==> config.mk <==
export PLATFORM = sky130hd
export DESIGN_NAME = fault_lockup_ctrl
export DESIGN_NICKNAME = d
export VERILOG_FILES = /design/src/rtl/fault_pkg.sv /design/src/rtl/fault_collector.sv /design/src/rtl/lockup_fsm.sv /design/src/rtl/exc_ret_decoder.sv /design/src/rtl/fault_lockup_ctrl.sv
export SDC_FILE = /design/constraint.sdc
export NUM_CORES = 1
export LEC_CHECK = 0
export ABC_AREA = 0
export BUFFER_PORTS_ARGS = -buffer_cell sky130_fd_sc_hd__buf_2
export CORE_UTILIZATION = 30
export CTS_BUF_LIST = sky130_fd_sc_hd__clkbuf_2 sky130_fd_sc_hd__clkbuf_4 sky130_fd_sc_hd__clkbuf_8
export CTS_CLUSTER_DIAMETER = 60
export DETAILED_ROUTE_END_ITERATION = 7
export GPL_ROUTABILITY_DRIVEN = 0
export HOLD_SLACK_MARGIN = 0.05
export PLACE_DENSITY = 0.8
export SLEW_MARGIN = 20
export SYNTH_ARGS = -nofsm -noshare
export SYNTH_HDL_FRONTEND = slang
export SYNTH_SLANG_ARGS = --single-unit
==> constraint.sdc <==
create_clock -name clk_i -period 1.3 [get_ports clk_i]
set_clock_uncertainty 0.2 [all_clocks]
set_input_delay 0.26 -clock clk_i [delete_from_list [all_inputs] [get_ports clk_i]]
set_output_delay 0.26 -clock clk_i [all_outputs]
set_load 0.1 [all_outputs]
==> src/rtl/fault_pkg.sv <==
`timescale 1ns/1ps
package fault_pkg;
  typedef enum logic [1:0] {
    CTX_THREAD    = 2'b00,
    CTX_HANDLER   = 2'b01,
    CTX_HARDFAULT = 2'b10,
    CTX_NMI       = 2'b11
  } ctx_e;

  localparam int unsigned RET_W = 32;
  localparam logic [RET_W-1:0] RET_HANDLER_MSP = 32'hFFFF_FFF1;
  localparam logic [RET_W-1:0] RET_THREAD_MSP  = 32'hFFFF_FFF9;
  localparam logic [RET_W-1:0] RET_THREAD_PSP  = 32'hFFFF_FFFD;

  typedef struct packed {
    logic handler;
    logic psp;
    logic invalid;
  } ret_dec_t;
endpackage

==> src/rtl/fault_collector.sv <==
`timescale 1ns/1ps
module fault_collector #(
  parameter int unsigned NUM_FAULTS = 7,
  parameter int unsigned PRI_W      = 2
) (
  input  logic [NUM_FAULTS-1:0] fault_vec_i,
  input  logic                  svc_exec_i,
  input  logic [PRI_W-1:0]      exec_pri_i,
  input  logic [PRI_W-1:0]      svc_pri_i,
  input  logic                  bkpt_i,
  input  logic                  dbg_attached_i,
  input  logic                  unstack_bus_err_i,
  input  logic                  unstack_main_i,
  output logic                  fault_any_o,
  output logic                  unstack_lock_o
);
  localparam int unsigned NUM_SRC = NUM_FAULTS + 3;

  logic [NUM_SRC-1:0] src;

  // Smaller priority number is more urgent.
  assign src[NUM_FAULTS]   = svc_exec_i & (exec_pri_i <= svc_pri_i);
  assign src[NUM_FAULTS+1] = bkpt_i & ~dbg_attached_i;
  assign src[NUM_FAULTS+2] = unstack_bus_err_i & ~unstack_main_i;

  for (genvar g = 0; g < NUM_FAULTS; g++) begin : g_src
    assign src[g] = fault_vec_i[g];
  end

  assign fault_any_o    = |src;
  assign unstack_lock_o = unstack_bus_err_i & unstack_main_i;
endmodule

==> src/rtl/lockup_fsm.sv <==
`timescale 1ns/1ps
module lockup_fsm
  import fault_pkg::*;
(
  input  logic       clk_i,
  input  logic       rst_ni,
  input  logic [1:0] ctx_i,
  input  logic       fault_any_i,
  input  logic       unstack_lock_i,
  input  logic       dbg_halt_i,
  input  logic       nmi_req_i,
  output logic       hf_req_o,
  output logic       lockup_o,
  output logic       origin_hf_o
);
  logic lock_q, origin_q, hf_q;
  logic in_crit, lock_enter, hf_set, lock_exit;

  assign in_crit    = (ctx_i == CTX_HARDFAULT) | (ctx_i == CTX_NMI);
  assign lock_enter = ~lock_q & (unstack_lock_i | (fault_any_i & in_crit));
  assign hf_set     = ~lock_q & fault_any_i & ~lock_enter;
  assign lock_exit  = lock_q & (dbg_halt_i | (nmi_req_i & origin_q));

  always_ff @(posedge clk_i or negedge rst_ni) begin
    if (!rst_ni) begin
      lock_q   <= 1'b0;
      origin_q <= 1'b0;
      hf_q     <= 1'b0;
    end else begin
      hf_q <= hf_set;
      if (lock_enter) begin
        lock_q   <= 1'b1;
        origin_q <= (ctx_i == CTX_HARDFAULT);
      end else if (lock_exit) begin
        lock_q   <= 1'b0;
        origin_q <= 1'b0;
      end
    end
  end

  assign hf_req_o    = hf_q;
  assign lockup_o    = lock_q;
  assign origin_hf_o = origin_q;

  assert_hf_pulse_R2: assert property (@(posedge clk_i) disable iff (!rst_ni)
    (!lock_q && fault_any_i && !in_crit && !unstack_lock_i) |=> (hf_q && !lock_q));
  assert_hf_single_R2: assert property (@(posedge clk_i) disable iff (!rst_ni)
    (hf_q && !fault_any_i) |=> !hf_q);
  assert_crit_lock_R3: assert property (@(posedge clk_i) disable iff (!rst_ni)
    (!lock_q && fault_any_i && in_crit) |=> (lock_q && !hf_q));
  assert_unstack_lock_R4: assert property (@(posedge clk_i) disable iff (!rst_ni)
    (!lock_q && unstack_lock_i) |=> lock_q);
  assert_halt_exit_R8: assert property (@(posedge clk_i) disable iff (!rst_ni)
    (lock_q && dbg_halt_i) |=> !lock_q);
  assert_nmi_hold_R9: assert property (@(posedge clk_i) disable iff (!rst_ni)
    (lock_q && !origin_q && !dbg_halt_i) |=> (lock_q && $stable(origin_q)));
  assert_no_hf_locked_R10: assert property (@(posedge clk_i) disable iff (!rst_ni)
    lock_q |=> !hf_q);
endmodule

==> src/rtl/exc_ret_decoder.sv <==
`timescale 1ns/1ps
module exc_ret_decoder
  import fault_pkg::*;
(
  input  logic             clk_i,
  input  logic             rst_ni,
  input  logic             valid_i,
  input  logic [RET_W-1:0] value_i,
  output logic             valid_o,
  output ret_dec_t         dec_o
);
  ret_dec_t dec_d, dec_q;
  logic     valid_q;

  always_comb begin
    dec_d = '0;
    unique case (value_i)
      RET_HANDLER_MSP: dec_d.handler = 1'b1;
      RET_THREAD_MSP:  ;
      RET_THREAD_PSP:  dec_d.psp = 1'b1;
      default:         dec_d.invalid = 1'b1;
    endcase
  end

  always_ff @(posedge clk_i or negedge rst_ni) begin
    if (!rst_ni) begin
      valid_q <= 1'b0;
      dec_q   <= '0;
    end else begin
      valid_q <= valid_i;
      dec_q   <= valid_i ? dec_d : '0;
    end
  end

  assign valid_o = valid_q;
  assign dec_o   = dec_q;

  assert_dec_exclusive_R11: assert property (@(posedge clk_i) disable iff (!rst_ni)
    $onehot0({dec_q.handler, dec_q.psp, dec_q.invalid}));
  assert_dec_follow_R11: assert property (@(posedge clk_i) disable iff (!rst_ni)
    (valid_i && value_i[31:4] != 28'hFFFF_FFF) |=> (valid_q && dec_q.invalid));
  assert_dec_idle_R11: assert property (@(posedge clk_i) disable iff (!rst_ni)
    !valid_i |=> (dec_q == '0));
endmodule

==> src/rtl/fault_lockup_ctrl.sv <==
`timescale 1ns/1ps
module fault_lockup_ctrl
  import fault_pkg::*;
#(
  parameter int unsigned NUM_FAULTS = 7,
  parameter int unsigned PRI_W      = 2
) (
  input  logic                  clk_i,
  input  logic                  rst_ni,
  input  logic [1:0]            ctx_i,
  input  logic [NUM_FAULTS-1:0] fault_vec_i,
  input  logic                  svc_exec_i,
  input  logic [PRI_W-1:0]      exec_pri_i,
  input  logic [PRI_W-1:0]      svc_pri_i,
  input  logic                  bkpt_i,
  input  logic                  dbg_attached_i,
  input  logic                  unstack_bus_err_i,
  input  logic                  unstack_main_i,
  input  logic                  dbg_halt_i,
  input  logic                  nmi_req_i,
  input  logic                  exc_ret_valid_i,
  input  logic [31:0]           exc_ret_val_i,
  output logic                  hf_req_o,
  output logic                  lockup_o,
  output logic                  exec_en_o,
  output logic                  lock_origin_hf_o,
  output logic                  ret_valid_o,
  output logic                  ret_handler_o,
  output logic                  ret_psp_o,
  output logic                  ret_invalid_o
);
  logic     fault_any, unstack_lock;
  ret_dec_t dec;

  fault_collector #(.NUM_FAULTS(NUM_FAULTS), .PRI_W(PRI_W)) u_collect (
    .fault_vec_i       (fault_vec_i),
    .svc_exec_i        (svc_exec_i),
    .exec_pri_i        (exec_pri_i),
    .svc_pri_i         (svc_pri_i),
    .bkpt_i            (bkpt_i),
    .dbg_attached_i    (dbg_attached_i),
    .unstack_bus_err_i (unstack_bus_err_i),
    .unstack_main_i    (unstack_main_i),
    .fault_any_o       (fault_any),
    .unstack_lock_o    (unstack_lock)
  );

  lockup_fsm u_lock (
    .clk_i          (clk_i),
    .rst_ni         (rst_ni),
    .ctx_i          (ctx_i),
    .fault_any_i    (fault_any),
    .unstack_lock_i (unstack_lock),
    .dbg_halt_i     (dbg_halt_i),
    .nmi_req_i      (nmi_req_i),
    .hf_req_o       (hf_req_o),
    .lockup_o       (lockup_o),
    .origin_hf_o    (lock_origin_hf_o)
  );

  exc_ret_decoder u_ret (
    .clk_i   (clk_i),
    .rst_ni  (rst_ni),
    .valid_i (exc_ret_valid_i),
    .value_i (exc_ret_val_i),
    .valid_o (ret_valid_o),
    .dec_o   (dec)
  );

  assign exec_en_o     = ~lockup_o;
  assign ret_handler_o = dec.handler;
  assign ret_psp_o     = dec.psp;
  assign ret_invalid_o = dec.invalid;

  assert_svc_ignored_R5: assert property (@(posedge clk_i) disable iff (!rst_ni)
    (!lockup_o && svc_exec_i && (exec_pri_i > svc_pri_i) && fault_vec_i == '0 && !bkpt_i
     && !unstack_bus_err_i) |=> !hf_req_o && !lockup_o);
  assert_bkpt_dbg_R6: assert property (@(posedge clk_i) disable iff (!rst_ni)
    (!lockup_o && bkpt_i && dbg_attached_i && fault_vec_i == '0 && !svc_exec_i
     && !unstack_bus_err_i) |=> !hf_req_o && !lockup_o);
endmodule

==> results.md <==
* Via/cell ratio at 4.84
* Startpoint Class: register
* Clock sinks at 7
* Cell internal pwr at 0.609 mW
* Share of layout cells above drive strength 1 at 68.1%
* PD cells at 1030 nW/um^2
* Vias at 648
* Sw Share at 41.7%
* Final Non-Filler Cells at 134
* Worst EP arrival at 1.05 ns
* Layout area overhead at 132%
* Setup ws final at -0.211 ns
* Total Power at ~1.0 mW
* Total gr overflow at 0
* Number of global-route vias before repair at 554
* Worst setup path category: register to primary output
* Cell Rows at 13
* Die area at approximately 1600 um^2
* Commonest non-fill, non-tap cell in the layout: buf_2
* Post-Syn Nets at 105
* Outcome: finished, violations left
* Setup crit end kind: primary output
* DRC viols at 0
* Seq/Total Area, Yosys at 40.1%
* Distinct cells, synth at 20
* TritonRoute pass-1 iters at 4
* Final nets at 177
* Max Buffers Root-to-Sink at 2
* Chip width at 40.2 um
* Fin util at 75.8%
* Initial Util at 32.7%
* Leak at 0.502 nW
* Finish-stage setup viols at 3
* Setup TNS at -0.341 ns
* Syn Inst Count at 48
* CTS HTree Levels at 1
* DR WL met3 at 107 um
* Syn. warnings at 0
* Comb pwr share at 51.7%
* PortBufs at 62
* Fillers at just over 90
* RSZ-0062 raised after global routing: yes
* Crit-path slowest cell: dfrtp_4
* Fmax at 662 MHz
* CTS Root Cell: clkbuf_4
* Sequential Power Share at approximately 27%
* ANT cells at 0
* Highest metal used: met4
* Largest net degree at the start of global routing at 8
* Wl on met1 at 718 um
* DRT Wirelength at 1.80 mm
* CP peak stage delay at approximately 0.52 ns
* Global-route wire length before repair at 2.37 mm
* Inserted Clock Buffers at 3
* Hpwl dp at ~1.5 mm
* Max FO, Critical Path at 5
* Worst-path clk slew at 0.06 ns
* Post-DRT Antenna Nets at 0
* Yosys reg bits at 7
* Worst-Margin Slew at 0.412 ns
* Max-slew headroom at 72.3%
* Most frequent cells in the layout: buf_2 (53), buf_12 (8), nand4_1 (6), nand2_1 (5), dfrtp_2 (5)
* NetSw at 0.436 mW
* Met2 routed WL at 960 um
* Max cap viols at 0
* VDD IR max at 739 uV
* WP buf/inv at 2
* Mapped Area at about 440 um^2
* TritonCTS clock tree: done
* GRT Total Usage at 23.5%
* Final period util at 116%
* Violated checks: setup timing
* Hold Vio Cnt, Final at 0
* Max Slew Vio Count at 0
* Top-level port count at 63
* Clk pwr share at 21.4%
* Dpl cells at around 130
* Cell family with most CP delay: flip-flops
* Cell Chain, Critical Path: clkinvlp_4 > buf_12
* Min Tclk post-route at between 1.5 and 2 ns
* WP data required at about 0.84 ns
* Synthesized area per cell at 9.10 um^2
* Core area at approximately 1300 um^2
* Routed wire length per instance at 13.4 um
* DR iter-0 viols at 7
* Clock latency on the worst-skew pair at 0.25 ns
* Die height at 40.2 um
* Tightest Hold Check Type: input pin to register
* Initial antenna violation count at 0
==> registers in the layout, indices dropped and copies added (netlist names) <==
signal,cells
u_ret.valid_o,1
u_lock.origin_hf_o,1
u_ret.dec_o,3
u_lock.hf_req_o,1
u_lock.lockup_o,1
==> cell type report <==
cell class,count,area [um^2],area share [%]
timing repair buffer,67,480,47.5
sequential,7,185,18.3
inverter,4,31.3,3.09
tap,15,18.8,1.86
clock buffer,4,30.0,2.97
multi-input combinational,37,265,26.2
==> worst min-delay path, stage by stage <==
cell and delay (ns):
buf_2 0.07, nand2b_1 0.10, mux2i_1 0.06
==> per-stage QoR <==
step / cell area (um^2) / hold WS [ns] / worst slack [ns]
after global placement: 925 / -0.108 / -0.241
after floorplan: 475 / -0.236 / -0.403
after global routing: 1010 / 0.0746 / -0.249
after CTS: 1000 / 0.0828 / -0.210
final: 1010 / 0.0846 / -0.211
after detailed placement: 925 / -0.0969 / -0.304
==> synthesized netlist by cell type, drive strengths merged <==
cell type  instances  area, um^2
nor2               2        7.51
nor4               4        37.5
nand3              3        15.0
ha                 2        25.0
nand2              5        18.8
dfrtp              7         175
o21ai              3        18.8
a31oi              1        6.26
nand2b             4        25.0
o211a              1        10.0
a21oi              2        10.0
nor3               1        10.0
nand4b             1        8.76
nor2b              1        6.26
inv                4        15.0
mux2i              1        10.0
nand4              6        37.5
==> power groups by stage <==
stage / clock network, mW / registers, mW / logic (mW)
after floorplan: 0 / 0.422 / 0.128
after global placement: 0 / 0.281 / 0.505
after detailed placement: 0 / 0.284 / 0.514
after CTS: 0.225 / 0.279 / 0.538
after global routing: 0.248 / 0.283 / 0.562
final: 0.224 / 0.281 / 0.539
==> cell families (layout without fill, tap and decap cells) <==
group,after synthesis,after routing,synth area share [%]
buffers and inverters,4,75,3.44
and+or+nand+nor,27,27,38.1
adders and majority gates,2,2,5.73
muxes,1,1,2.29
DFF,7,7,40.1
AOI/OAI and AO/OA,7,7,10.3
==> metal layers <==
metal / vias to the layer above / track usage (%)
li1: 322 / -
met1: 293 / 28.2
met2: 31 / 39.1
met3: 2 / 7.22
met4: 0 / 8.62
met5: - / 0
==> worst paths after layout <==
kind                                         start                 end  slack (ns)  depth (start not counted)
max in group asynchronous                   rst_ni     u_lock.lockup_o        0.56                          2
worst min-delay path                      ctx_i[0]  u_lock.origin_hf_o        0.08                          3
worst max-delay path               u_lock.lockup_o           exec_en_o       -0.21                          2
worst min register to register  u_lock.origin_hf_o  u_lock.origin_hf_o        0.41                          2
worst max register to register     u_lock.lockup_o  u_lock.origin_hf_o        0.12                          3
min in group asynchronous                   rst_ni     u_lock.lockup_o        0.17                          2
==> what timing repair did <==
action / CTS / global route
cloned: 0 / 0
setup buffers: 1 / 0
endpoints found under the setup margin: 4 / 10
endpoints found under the hold margin: 11 / 0
pin swaps: 1 / 1
hold buffers: 4 / 0
gates resized for setup: 1 / 1
Power figures use the tool's default switching activity.
